## src/rtl/cell_link_pkg.sv

```systemverilog
package cell_link_pkg;

  // Strobes from a link controller to its datapath, one cycle's worth.
  typedef struct packed {
    logic txLoad;    // transmit a byte read this cycle
    logic txFirst;   // that byte is byte 0 of a cell
    logic rxWr;      // write the registered receive byte
    logic rxFirst;   // the written byte is a header byte 0
    logic rxCommit;  // the written byte completes a cell
    logic rxDrop;    // the cell in progress is abandoned
    logic rxViol;    // a framing violation was seen
  } link_strobe_t;

endpackage

```

## src/rtl/cell_link_ctrl.sv

```systemverilog
module cell_link_ctrl
  import cell_link_pkg::*;
#(
  parameter int CELL_BYTES = 64,
  localparam int IDXW = $clog2(CELL_BYTES)
) (
  input  logic            clk,
  input  logic            rstN,
  input  logic            txEnable,
  input  logic            txCellReady,
  output logic            txCellDone,
  output logic [IDXW-1:0] txByteIdx,
  input  logic            rxInValid,
  input  logic            rxInSoc,
  output logic [IDXW-1:0] rxIdx,
  output link_strobe_t    stb
);

  localparam logic [IDXW-1:0] LAST = IDXW'(CELL_BYTES - 1);

  logic            txBusy;
  logic [IDXW-1:0] txCnt;
  logic            rxBusy, rxBusyNext;
  logic [IDXW-1:0] rxCnt, rxCntNext;

  // Transmit sequencer: an enable is only sampled between cells.
  always_ff @(posedge clk) begin
    if (!rstN) begin
      txBusy <= 1'b0;
      txCnt  <= '0;
    end else if (!txBusy) begin
      if (txEnable && txCellReady) begin
        txBusy <= 1'b1;
        txCnt  <= '0;
      end
    end else if (txCnt == LAST) begin
      txBusy <= 1'b0;
      txCnt  <= '0;
    end else begin
      txCnt <= txCnt + 1'b1;
    end
  end

  assign txByteIdx  = txCnt;
  assign txCellDone = txBusy && (txCnt == LAST);

  // Receive framing decisions on the registered receive byte.
  always_comb begin
    stb          = '0;
    stb.txLoad   = txBusy;
    stb.txFirst  = txBusy && (txCnt == '0);
    rxIdx        = rxCnt;
    rxBusyNext   = rxBusy;
    rxCntNext    = rxCnt;
    if (rxInValid) begin
      if (rxInSoc) begin
        stb.rxWr    = 1'b1;
        stb.rxFirst = 1'b1;
        rxIdx       = '0;
        if (rxBusy) begin
          stb.rxViol = 1'b1;
          stb.rxDrop = 1'b1;
        end
        rxBusyNext = 1'b1;
        rxCntNext  = IDXW'(1);
      end else if (rxBusy) begin
        stb.rxWr = 1'b1;
        if (rxCnt == LAST) begin
          stb.rxCommit = 1'b1;
          rxBusyNext   = 1'b0;
          rxCntNext    = '0;
        end else begin
          rxCntNext = rxCnt + 1'b1;
        end
      end else begin
        stb.rxViol = 1'b1;
      end
    end else if (rxBusy) begin
      stb.rxViol = 1'b1;
      stb.rxDrop = 1'b1;
      rxBusyNext = 1'b0;
      rxCntNext  = '0;
    end
  end

  always_ff @(posedge clk) begin
    if (!rstN) begin
      rxBusy <= 1'b0;
      rxCnt  <= '0;
    end else begin
      rxBusy <= rxBusyNext;
      rxCnt  <= rxCntNext;
    end
  end

  AST_TX_CELL_CONTIGUOUS: assert property (@(posedge clk) disable iff (!rstN)
    (txBusy && txCnt != LAST) |=> (txBusy && txCnt == $past(txCnt) + 1'b1));
  AST_TX_GAP_AFTER_CELL: assert property (@(posedge clk) disable iff (!rstN)
    txCellDone |=> !txBusy);
  AST_TX_NO_START_DISABLED: assert property (@(posedge clk) disable iff (!rstN)
    (!txBusy && !txEnable) |=> !txBusy);

endmodule

```

## src/rtl/cell_link_dp.sv

```systemverilog
module cell_link_dp
  import cell_link_pkg::*;
#(
  parameter int CELL_BYTES = 64,
  parameter int BP_BITS    = 2,
  localparam int IDXW = $clog2(CELL_BYTES)
) (
  input  logic               clk,
  input  logic               rstN,
  input  logic               loopEn,
  input  logic               txParOdd,
  input  logic [7:0]         txByteIn,
  input  link_strobe_t       stb,
  input  logic [IDXW-1:0]    rxIdx,
  output logic               linkTxValid,
  output logic               linkTxSoc,
  output logic [7:0]         linkTxData,
  output logic               linkTxPar,
  input  logic               linkRxValid,
  input  logic               linkRxSoc,
  input  logic [7:0]         linkRxData,
  input  logic               linkRxPar,
  output logic               rxInValid,
  output logic               rxInSoc,
  output logic               rxWrEn,
  output logic [IDXW-1:0]    rxWrIdx,
  output logic [7:0]         rxWrByte,
  output logic               rxParErr,
  output logic               rxCellCommit,
  output logic               rxCellDrop,
  output logic               rxProtoErr,
  output logic [BP_BITS-1:0] rxBackpressure
);

  localparam logic [IDXW-1:0] LAST = IDXW'(CELL_BYTES - 1);

  logic [7:0]         rxInData;
  logic               rxInPar;
  logic               srcValid, srcSoc, srcPar;
  logic [7:0]         srcData;
  logic [BP_BITS-1:0] bpPend;

  // Transmit bus register with parity of the selected sense.
  always_ff @(posedge clk) begin
    if (!rstN || !stb.txLoad) begin
      linkTxValid <= 1'b0;
      linkTxSoc   <= 1'b0;
      linkTxData  <= '0;
      linkTxPar   <= 1'b0;
    end else begin
      linkTxValid <= 1'b1;
      linkTxSoc   <= stb.txFirst;
      linkTxData  <= txByteIn;
      linkTxPar   <= txParOdd ? ~(^txByteIn) : (^txByteIn);
    end
  end

  // Receive source select: own transmit bus in loopback, pins otherwise.
  always_comb begin
    if (loopEn) begin
      srcValid = linkTxValid;
      srcSoc   = linkTxSoc;
      srcData  = linkTxData;
      srcPar   = linkTxPar;
    end else begin
      srcValid = linkRxValid;
      srcSoc   = linkRxSoc;
      srcData  = linkRxData;
      srcPar   = linkRxPar;
    end
  end

  always_ff @(posedge clk) begin
    if (!rstN) begin
      rxInValid <= 1'b0;
      rxInSoc   <= 1'b0;
      rxInData  <= '0;
      rxInPar   <= 1'b0;
    end else begin
      rxInValid <= srcValid;
      rxInSoc   <= srcSoc;
      rxInData  <= srcData;
      rxInPar   <= srcPar;
    end
  end

  // Receive write port, status and header capture.
  always_ff @(posedge clk) begin
    if (!rstN) begin
      rxWrEn         <= 1'b0;
      rxWrIdx        <= '0;
      rxWrByte       <= '0;
      rxParErr       <= 1'b0;
      rxCellCommit   <= 1'b0;
      rxCellDrop     <= 1'b0;
      rxProtoErr     <= 1'b0;
      bpPend         <= '0;
      rxBackpressure <= '0;
    end else begin
      rxWrEn       <= stb.rxWr;
      rxWrIdx      <= rxIdx;
      rxWrByte     <= rxInData;
      rxParErr     <= stb.rxWr && !(^{rxInData, rxInPar});
      rxCellCommit <= stb.rxCommit;
      rxCellDrop   <= stb.rxDrop;
      rxProtoErr   <= rxProtoErr || stb.rxViol;
      if (stb.rxFirst) bpPend <= rxInData[BP_BITS-1:0];
      if (stb.rxCommit) rxBackpressure <= bpPend;
    end
  end

  AST_RX_COMMIT_AT_LAST: assert property (@(posedge clk) disable iff (!rstN)
    rxCellCommit |-> (rxWrEn && rxWrIdx == LAST));
  AST_RX_DROP_NOT_COMMIT: assert property (@(posedge clk) disable iff (!rstN)
    rxCellDrop |-> !rxCellCommit);
  AST_RX_PROTO_STICKY: assert property (@(posedge clk) disable iff (!rstN)
    rxProtoErr |=> rxProtoErr);
  AST_RX_PARERR_WITH_WRITE: assert property (@(posedge clk) disable iff (!rstN)
    rxParErr |-> rxWrEn);
  AST_BP_ONLY_ON_COMMIT: assert property (@(posedge clk) disable iff (!rstN)
    !rxCellCommit |-> $stable(rxBackpressure));

endmodule

```

## src/rtl/cell_link_top.sv

```systemverilog
module cell_link_top
  import cell_link_pkg::*;
#(
  parameter int NUM_LINKS  = 2,
  parameter int CELL_BYTES = 64,
  parameter int BP_BITS    = 2,
  localparam int IDXW = $clog2(CELL_BYTES)
) (
  input  logic                                clk,
  input  logic                                rstN,
  input  logic                                loopEn,
  input  logic [NUM_LINKS-1:0]                txEnable,
  input  logic [NUM_LINKS-1:0]                txParOdd,
  input  logic [NUM_LINKS-1:0]                txCellReady,
  output logic [NUM_LINKS-1:0]                txCellDone,
  output logic [NUM_LINKS-1:0][IDXW-1:0]      txByteIdx,
  input  logic [NUM_LINKS-1:0][7:0]           txByteIn,
  output logic [NUM_LINKS-1:0]                linkTxValid,
  output logic [NUM_LINKS-1:0]                linkTxSoc,
  output logic [NUM_LINKS-1:0][7:0]           linkTxData,
  output logic [NUM_LINKS-1:0]                linkTxPar,
  input  logic [NUM_LINKS-1:0]                linkRxValid,
  input  logic [NUM_LINKS-1:0]                linkRxSoc,
  input  logic [NUM_LINKS-1:0][7:0]           linkRxData,
  input  logic [NUM_LINKS-1:0]                linkRxPar,
  output logic [NUM_LINKS-1:0]                rxWrEn,
  output logic [NUM_LINKS-1:0][IDXW-1:0]      rxWrIdx,
  output logic [NUM_LINKS-1:0][7:0]           rxWrByte,
  output logic [NUM_LINKS-1:0]                rxParErr,
  output logic [NUM_LINKS-1:0]                rxCellCommit,
  output logic [NUM_LINKS-1:0]                rxCellDrop,
  output logic [NUM_LINKS-1:0]                rxProtoErr,
  output logic [NUM_LINKS-1:0][BP_BITS-1:0]   rxBackpressure
);

  for (genvar g = 0; g < NUM_LINKS; g++) begin : gLink
    link_strobe_t    stb;
    logic [IDXW-1:0] rxIdx;
    logic            rxInValid, rxInSoc;

    cell_link_ctrl #(.CELL_BYTES(CELL_BYTES)) u_ctrl (
      .clk        (clk),
      .rstN       (rstN),
      .txEnable   (txEnable[g]),
      .txCellReady(txCellReady[g]),
      .txCellDone (txCellDone[g]),
      .txByteIdx  (txByteIdx[g]),
      .rxInValid  (rxInValid),
      .rxInSoc    (rxInSoc),
      .rxIdx      (rxIdx),
      .stb        (stb)
    );

    cell_link_dp #(.CELL_BYTES(CELL_BYTES), .BP_BITS(BP_BITS)) u_dp (
      .clk           (clk),
      .rstN          (rstN),
      .loopEn        (loopEn),
      .txParOdd      (txParOdd[g]),
      .txByteIn      (txByteIn[g]),
      .stb           (stb),
      .rxIdx         (rxIdx),
      .linkTxValid   (linkTxValid[g]),
      .linkTxSoc     (linkTxSoc[g]),
      .linkTxData    (linkTxData[g]),
      .linkTxPar     (linkTxPar[g]),
      .linkRxValid   (linkRxValid[g]),
      .linkRxSoc     (linkRxSoc[g]),
      .linkRxData    (linkRxData[g]),
      .linkRxPar     (linkRxPar[g]),
      .rxInValid     (rxInValid),
      .rxInSoc       (rxInSoc),
      .rxWrEn        (rxWrEn[g]),
      .rxWrIdx       (rxWrIdx[g]),
      .rxWrByte      (rxWrByte[g]),
      .rxParErr      (rxParErr[g]),
      .rxCellCommit  (rxCellCommit[g]),
      .rxCellDrop    (rxCellDrop[g]),
      .rxProtoErr    (rxProtoErr[g]),
      .rxBackpressure(rxBackpressure[g])
    );
  end

endmodule

```

## config.mk

```make
export PLATFORM = sky130hd
export DESIGN_NAME = cell_link_top
export DESIGN_NICKNAME = d
export VERILOG_FILES = /design/src/rtl/cell_link_pkg.sv /design/src/rtl/cell_link_ctrl.sv /design/src/rtl/cell_link_dp.sv /design/src/rtl/cell_link_top.sv
export SDC_FILE = /design/constraint.sdc
export NUM_CORES = 1
export LEC_CHECK = 0
export BUFFER_PORTS_ARGS = -buffer_cell sky130_fd_sc_hd__buf_2
export CELL_PAD_IN_SITES_DETAIL_PLACEMENT = 0
export CELL_PAD_IN_SITES_GLOBAL_PLACEMENT = 2
export CORE_UTILIZATION = 34
export DETAILED_ROUTE_END_ITERATION = 10
export PLACE_DENSITY = 0.92
export SETUP_SLACK_MARGIN = 0.4
export SLEW_MARGIN = 20
export SYNTH_ARGS = -nofsm -noshare
export SYNTH_HDL_FRONTEND = slang
export SYNTH_SLANG_ARGS = --single-unit
```

## constraint.sdc

```tcl
create_clock -name clk -period 2.8 [get_ports clk]
set_clock_uncertainty 0.2 [all_clocks]
set_input_delay 0.28 -clock clk [delete_from_list [all_inputs] [get_ports clk]]
set_output_delay 0.28 -clock clk [all_outputs]
set_load 0.02 [all_outputs]
```

==> results of run 1 <==
[report_power, final]
group	total (uW)	leakage [uW]	internal, uW	switching, uW
sequential	1770	0.000959	1720	42.2
combinational	350	0.00167	180	170
clock	2270	0.000299	1510	766
[registers in the layout (all words and copies together), names as in the netlist, 4 cells and up]
register,flops
gLink.u_dp.bpPend,4
gLink.u_dp.rxInData,16
gLink.u_ctrl.rxCnt,12
gLink.u_ctrl.txByteIdx,12
gLink.u_dp.rxWrByte,16
gLink.u_dp.rxBackpressure,4
gLink.u_dp.linkTxData,16
gLink.u_dp.rxWrIdx,12
[critical path: cells and delay by family, from the launching register on]
family        cells  cell delay (ns)
buf+inv           1             0.19
flops             1             0.73
simple gates      2             0.35
[routing by layer]
metal | vias up | global-route usage | routed length, um
met2 | 105 | 0.2724 | 5408
met3 | 15 | 0.04681 | 521
li1 | 1867 | - | -
met1 | 1749 | 0.2156 | 5250
met5 | - | 0 | 0
met4 | 0 | 0.07753 | 235
[cell usage in the layout (no fill, tap or decap), drive strengths merged, types with 3 or more instances in the layout]
| cell type | n |
|---|---|
| nand2b | 4 |
| inv | 13 |
| o21ai | 13 |
| dlygate4sd3 | 36 |
| buf | 126 |
| a22oi | 3 |
| nand4 | 5 |
| a31oi | 3 |
| a211oi | 4 |
| xnor3 | 4 |
| nor3 | 10 |
| xnor2 | 20 |
| nor4 | 3 |
| clkinvlp | 3 |
| o211ai | 4 |
| xor2 | 4 |
| dfxtp | 118 |
| nor2 | 50 |
| a21oi | 17 |
| ha | 10 |
| clkinv | 6 |
| nand3 | 11 |
| mux2i | 28 |
| and3 | 32 |
| a311oi | 4 |
| and2 | 22 |
| nand2 | 21 |
| clkbuf | 19 |
| bufinv | 4 |
| a21o | 4 |
[cells by family (layout without fill, tap and decap cells)]
kind of cell	Yosys count	count (layout)
adder cells (fa/ha/maj)	10	10
flip-flops	118	118
multiplexers	28	28
AND/OR/NAND/NOR	168	168
XOR/XNOR	28	28
AO/OA/AOI/OAI	60	60
buffers and inverters	52	207
[per-stage QoR]
| step | utilization | hold slack (ns) | instances | worst slack (ns) | cell area (um2) |
|---|---|---|---|---|---|
| after global routing | 0.4710 | 0.01175 | 795 | 0.5346 | 6237 |
| after floorplan | - | 0.2239 | 464 | 1.000 | 4616 |
| after global placement | 0.3967 | 0.2436 | 727 | 0.8542 | 5254 |
| after detailed placement | 0.3967 | 0.2498 | 727 | 0.8002 | 5254 |
| final | 0.4710 | 0.02350 | 795 | 0.6475 | 6237 |
| after CTS | 0.4710 | 0.006486 | 795 | 0.6034 | 6237 |
[worst paths after layout]
path | slack (ns) | start | cells after the start | to
setup / recovery | 0.65 | gLink[1].u_ctrl.txBusy$_SDFF_PN0_ | 3 | txCellDone[1]
setup reg to reg | 0.79 | gLink[0].u_dp.rxInSoc$_SDFF_PN0_ | 5 | gLink[0].u_ctrl.rxCnt[5]$_SDFFE_PN0P_
hold reg to reg | 0.26 | gLink[0].u_dp.bpPend[0]$_SDFFE_PN0P_ | 2 | gLink[0].u_dp.bpPend[0]$_SDFFE_PN0P_
hold / removal | 0.02 | txByteIn[7] | 2 | gLink[0].u_dp.linkTxData[7]$_SDFF_PN0_
[area by class of cell]
class / count / share of cell area
inverter: 13 / 0.007823
clock inverter: 13 / 0.02889
sequential: 118 / 0.3787
tap: 176 / 0.03531
timing repair buffer: 162 / 0.1617
multi-input combinational: 294 / 0.3165
clock buffer: 19 / 0.07101
==> impl_results.md, run 1 <==
* Outcome: completed
* F_max at 464.6 MHz
* Die area at 0.01405 mm2
* Simple-Gate Fraction of Synth Area at 0.1917
* Core Rows at 42
* Post-cts resize count at 0
* CTS tree: yes
* Starting Density at 0.3485
* DRT antenna net count at 0
* Hold WC Path Type: input port to flip-flop
* GRT Total Usage at 0.1712
* Yosys warning total at 0
* Cell count after synthesis at 464
* Final setup viols at 0
* Setup_tns at 0 ns
* Synthesized cell area at 0.004616 mm2
* CTS buffer count at 17
* CP startpoint kind: flip-flop
* Storage cell area at 0.002362 mm2
* Kind of critical path: flip-flop to output port
* Routed wire length at 11420 um
* Via/cell ratio at 4.699
* Skew-Pair Late Insertion Delay at 0.41 ns
* Number of global-route vias before repair at 3746
* Hold-fix buffers, CTS at 36
* Post-synth cell types at 43
* # diodes at 0
* Synthesis-stage register bit count at 118
* Synth top cells by count: dfxtp_1 (118), nor2_1 (50), and3_1 (32)
* EDFF count, synth at 0
* Overflow after GRT at 0
* Post-synthesis mux area share at 0.06072
* Drt drc at 0
* Critical Path Max Stage Delay at 0.73 ns
* Worst-path clk slew at 0.05 ns
* Leak at 0.002923 uW
* Crit-path max FO at 19
* Arrival time worst endpoint at 1.67 ns
* Syn_area_per_cell at 9.948 um2
* Fillers at 1271
* Final period util at 0.7687
* Synth Flop Type: dfxtp_1
* Core Area at 0.01324 mm2
* Power, Total at 4388 uW
* Xor/xnor share of the synthesized area at 0.06506
* Synth top area cells: dfxtp_1 (51%), mux2i_1 (6.1%), and3_1 (4.3%)
* Seq/Total Area, Yosys at 0.5118
* Maximum VDD drop at 361.7 uV
* H-Tree Depth at 4
* Ratio of cells with drive above 1 in the final layout at 0.2585
* Area Growth Syn to Fin at 35.13%
* Multi-input gate area at 0.001974 mm2
* Routability congestion estimate at 0.7860
* Crit-path slowest cell: dfxtp_1
* Syn_nets at 521
* FFs w/ async S/R, synth at 0
* I/O Buffers at 124
* CTS root buffer: clkbuf_16
* First-pass GRT wire length at 18680 um
* Most frequent cell after synthesis: dfxtp_1
* Chip width at 118.5 um
* Relative slew slack at 0.5045
* Fin. Hold Viols at 0
* Main combinational cell family by area after synthesis: simple AND/OR/NAND/NOR gates
* Crit path required time at 2.32 ns
* TritonRoute pass-1 iters at 4
* Fin nets at 663
* CP Capture Type: output port
* Drt first-iter violations at 153
* Detailed placement HPWL at 7933 um
* Die height at 118.5 um
* Maxcap violations at 0
* Max Root-Sink Buffers at 2
* WL per Instance at 14.36 um
* PwrDens at 703.5 mW/mm2
* CTS Sinks at 118
* Post-CTS Setup Bufs at 0
* Synth Area in Compound Gates at 0.08322
* Cell taking the most area after synthesis: dfxtp_1
* CP cell instances: nand4_1 -> nor2_1 -> buf_2
* Max-slew violations at 0
* Total number of vias at 3736
* I/O pin count at 125
* Worst-margin pin slew at 0.7433 ns
* Post-synthesis adder-cell area fraction at 0.02711
* Antenna violations before repair at 0
* Pin count of the biggest net entering global routing at 35
* Top-area cell type share of the netlist area at 0.5118
* Min Clock Period, post-route at 2.152 ns
* RSZ-0062 raised after global routing: no
Power figures use the tool's default switching activity.
==> inputs of run 2 (changes only) <==
--- a/config.mk
+++ b/config.mk
@@ -8,9 +8,9 @@
 export BUFFER_PORTS_ARGS = -buffer_cell sky130_fd_sc_hd__buf_2
 export CELL_PAD_IN_SITES_DETAIL_PLACEMENT = 0
 export CELL_PAD_IN_SITES_GLOBAL_PLACEMENT = 2
-export CORE_UTILIZATION = 34
+export CORE_UTILIZATION = 28
 export DETAILED_ROUTE_END_ITERATION = 10
-export PLACE_DENSITY = 0.92
+export PLACE_DENSITY = 0.82
 export SETUP_SLACK_MARGIN = 0.4
 export SLEW_MARGIN = 20
 export SYNTH_ARGS = -nofsm -noshare
==> constraint.sdc (replaced) <==
create_clock -name clk -period 1.7 [get_ports clk]
set_clock_uncertainty 0.2 [all_clocks]
set_input_delay 0.17 -clock clk [delete_from_list [all_inputs] [get_ports clk]]
set_output_delay 0.17 -clock clk [all_outputs]
set_load 0.02 [all_outputs]
==> impl_results.md, run 2 (same netlist as run 1, synthesis figures left out) <==
* Outcome: completed (unchanged)
* CP startpoint kind: flip-flop (unchanged)
* GRT met3 Usage at 0.05090 (was 0.04681)
* Ratio of cells with drive above 1 in the final layout at 0.4882 (was 0.2585)
* M2 GR Usage at 0.2531 (was 0.2724)
* Seq pwr share at 0.393 (was 0.402)
* Final Non-Filler Cells at 893 (was 795)
* Fin. Hold Viols at 0 (unchanged)
* Area Growth Syn to Fin at 64.84% (was 35.13%)
* Combinational group share of total power at 0.103 (was 0.080)
* Commonest cells after routing, fill and taps aside: buf_2 (82), dfxtp_1 (70), buf_4 (53), nor2_1 (44), dlygate4sd3_1 (41) (was buf_2 (124), dfxtp_1 (118), nor2_1 (50), dlygate4sd3_1 (36), and3_1 (32))
* Min Clock Period, post-route at 1.700 ns
* Power, Total at 7323 uW (was 4388 uW)
* H-Tree Depth at 4 (unchanged)
* Final Util at 0.4755 (was 0.4710)
* Final setup viols at 0 (unchanged)
* Hold WC Path Type: input port to flip-flop (unchanged)
* Clk pwr share at 0.505 (was 0.518)
* TritonRoute pass-1 iters at 4 (unchanged)
* Final period util at 1.000
* Pin count of the biggest net entering global routing at 49 (was 35)
* Antenna violations before repair at 2 (was 0)
* Fin nets at 720 (was 663)
* Placed insts at 779 (was 727)
* Busiest grt layer: met2 (unchanged)
* Crit-path max FO at 2 (was 19)
* CP Capture Type: output port (unchanged)
* Arrival time worst endpoint at 1.33 ns (was 1.67 ns)
* Core Rows at 46 (was 42)
* Max Root-Sink Buffers at 2 (unchanged)
* Skew-Pair Late Insertion Delay at 0.41 ns (about the same)
* Routed wire length at 13060 um (was 11420 um)
* Hold depth at 4 (was 2)
* Maximum VDD drop at 652.9 uV (was 361.7 uV)
* Max-slew violations at 0 (unchanged)
* CTS tree: yes (unchanged)
* Die height at 130.4 um (was 118.5 um)
* DRT antenna net count at 0 (unchanged)
* Detailed placement HPWL at 8585 um (was 7933 um)
* WHS Endpoint: gLink[0].u_ctrl.rxCnt[0]$_SDFFE_PN0P_ (was gLink[0].u_dp.linkTxData[7]$_SDFF_PN0_)
* Crit path from: gLink[0].u_ctrl.txByteIdx[1]$_SDFFE_PN0P_ (was gLink[1].u_ctrl.txBusy$_SDFF_PN0_)
* I/O pin count at 125 (unchanged)
* WL per Instance at 14.63 um (was 14.36 um)
* CTS buffer count at 17 (unchanged)
* Relative slew slack at 0.6804 (was 0.5045)
* Maxcap violations at 0 (unchanged)
* Number of global-route vias before repair at 3896 (was 3746)
* RSZ-0062 raised after global routing: yes (was no)
* Setup_tns at 0 ns (unchanged)
* CTS Sinks at 118 (unchanged)
* Leak at 0.003388 uW (was 0.002923 uW)
* Largest regs: gLink.u_dp.linkTxData (16), gLink.u_dp.rxInData (16), gLink.u_dp.rxWrByte (16) (unchanged)
* Starting Density at 0.2885 (was 0.3485)
* Routability congestion estimate at 0.8713 (was 0.7860)
* F_max at 588.2 MHz
* Overflow after GRT at 0 (unchanged)
* Capturing point of the worst reg2reg path: gLink[0].u_ctrl.rxCnt[5]$_SDFFE_PN0P_ (unchanged)
* Total number of vias at 3976 (was 3736)
* Net Sw Frac at 0.2274 (was 0.2230)
* Sw power at 1665 uW (was 978.5 uW)
* Commonest non-fill, non-tap cell in the layout: buf_2 (unchanged)
* Crit path required time at 1.33 ns (was 2.32 ns)
* GRT Total Usage at 0.1558 (was 0.1712)
* Worst-path clk slew at 0.06 ns (was 0.05 ns)
* First-pass GRT wire length at 19900 um (was 18680 um)
* Final hold slack at 0.03816 ns (was 0.02350 ns)
* Via/cell ratio at 4.452 (was 4.699)
* Drt drc at 0 (unchanged)
* Met1 usage at 0.1926 (was 0.2156)
* Kind of critical path: flip-flop to output port (unchanged)
* Drt first-iter violations at 101 (was 153)
* Internal power at 5657 uW (was 3410 uW)
* I/O Buffers at 124 (unchanged)
* CTS root buffer: clkbuf_16 (unchanged)
* R2R setup slack at 0.05 ns (was 0.79 ns)
* Core Area at 0.01600 mm2 (was 0.01324 mm2)
* Worst-margin pin slew at 0.4788 ns (was 0.7433 ns)
* Reg-to-Reg Start: gLink[0].u_ctrl.rxBusy$_SDFF_PN0_ (was gLink[0].u_dp.rxInSoc$_SDFF_PN0_)
* Chip width at 130.4 um (was 118.5 um)
* PwrDens at 962.4 mW/mm2 (was 703.5 mW/mm2)
* Worst-case reg-to-reg path depth at 5 (unchanged)
* Die area at 0.01700 mm2 (was 0.01405 mm2)
* Hold path start: rstN (was txByteIn[7])
## run 2: cell types whose count changed in the layout (fill, tap and decap cells not counted), sizes merged
cell,previous run,this run
buf,126,177
dlygate4sd3,36,41
clkbuf,19,23
bufinv,4,1
clkinvlp,3,2
diode,0,1
dlymetal6s4s,0,1
## run 2: metal layers
metal / up-vias / routed length [um] / share of wire
met5: - / 13 / 0.0010
met3: 18 / 638 / 0.049
met1: 1877 / 5864 / 0.45
li1: 1990 / - / -
met4: 2 / 167 / 0.013
met2: 89 / 6376 / 0.49
## run 2: layout make-up
cell class	instances	area (um2)
antenna	1	2.502
clock buffer	23	553.0
clock inverter	9	82.58
fill	1523	8392
inverter	13	56.30
multi-input combinational	294	2444
sequential	118	2475
tap	216	270.3
timing repair buffer	219	1725
## run 2: power groups by stage
stage	combinational (uW)	sequential (uW)	clock, uW
2_1_floorplan	358	2960	0
5_1_grt	814	2880	3910
3_5_place_dp	564	2950	0
4_1_cts	691	2870	3770
3_3_place_gp	560	2940	0
6_report	752	2880	3690
## run 2: how the worst max path moves through the flow
stage	to	slack, ns	depth (start not counted)
global route	txCellDone[1]	-0.07	4
CTS	txCellDone[1]	-0.04	4
detailed placement	gLink[0].u_ctrl.rxCnt[5]$_SDFFE_PN0P_	0.03	5
floorplan	gLink[0].u_ctrl.rxCnt[5]$_SDFFE_PN0P_	0.09	6
global placement	gLink[0].u_ctrl.rxCnt[5]$_SDFFE_PN0P_	0.06	5
finish	txCellDone[0]	0.00002	4
## run 2: per-stage QoR
step | worst slack, ns | cell area (um2)
4_1_cts | -0.03628 | 7127
6_report | 0.00001577 | 7609
3_3_place_gp | 0.06300 | 5595
3_5_place_dp | 0.03351 | 5595
2_1_floorplan | 0.08641 | 4811
5_1_grt | -0.07012 | 7606
## run 2: what timing repair did
| action | 4_1_cts | 5_1_grt |
|---|---|---|
| hold endpoints to repair | 47 | 0 |
| hold buffers | 42 | 0 |
| setup endpoints to repair | 69 | 86 |
| gates cloned | 0 | 0 |
| pin swaps | 35 | 38 |
| setup buffers | 22 | 17 |
| resized for setup | 108 | 92 |
## run 2: critical path, cell delays in order, from the launching register on
cell,delay [ns]
dfxtp_4,0.36
ha_4,0.13
nand4_1,0.13
nor2_2,0.16
buf_6,0.14
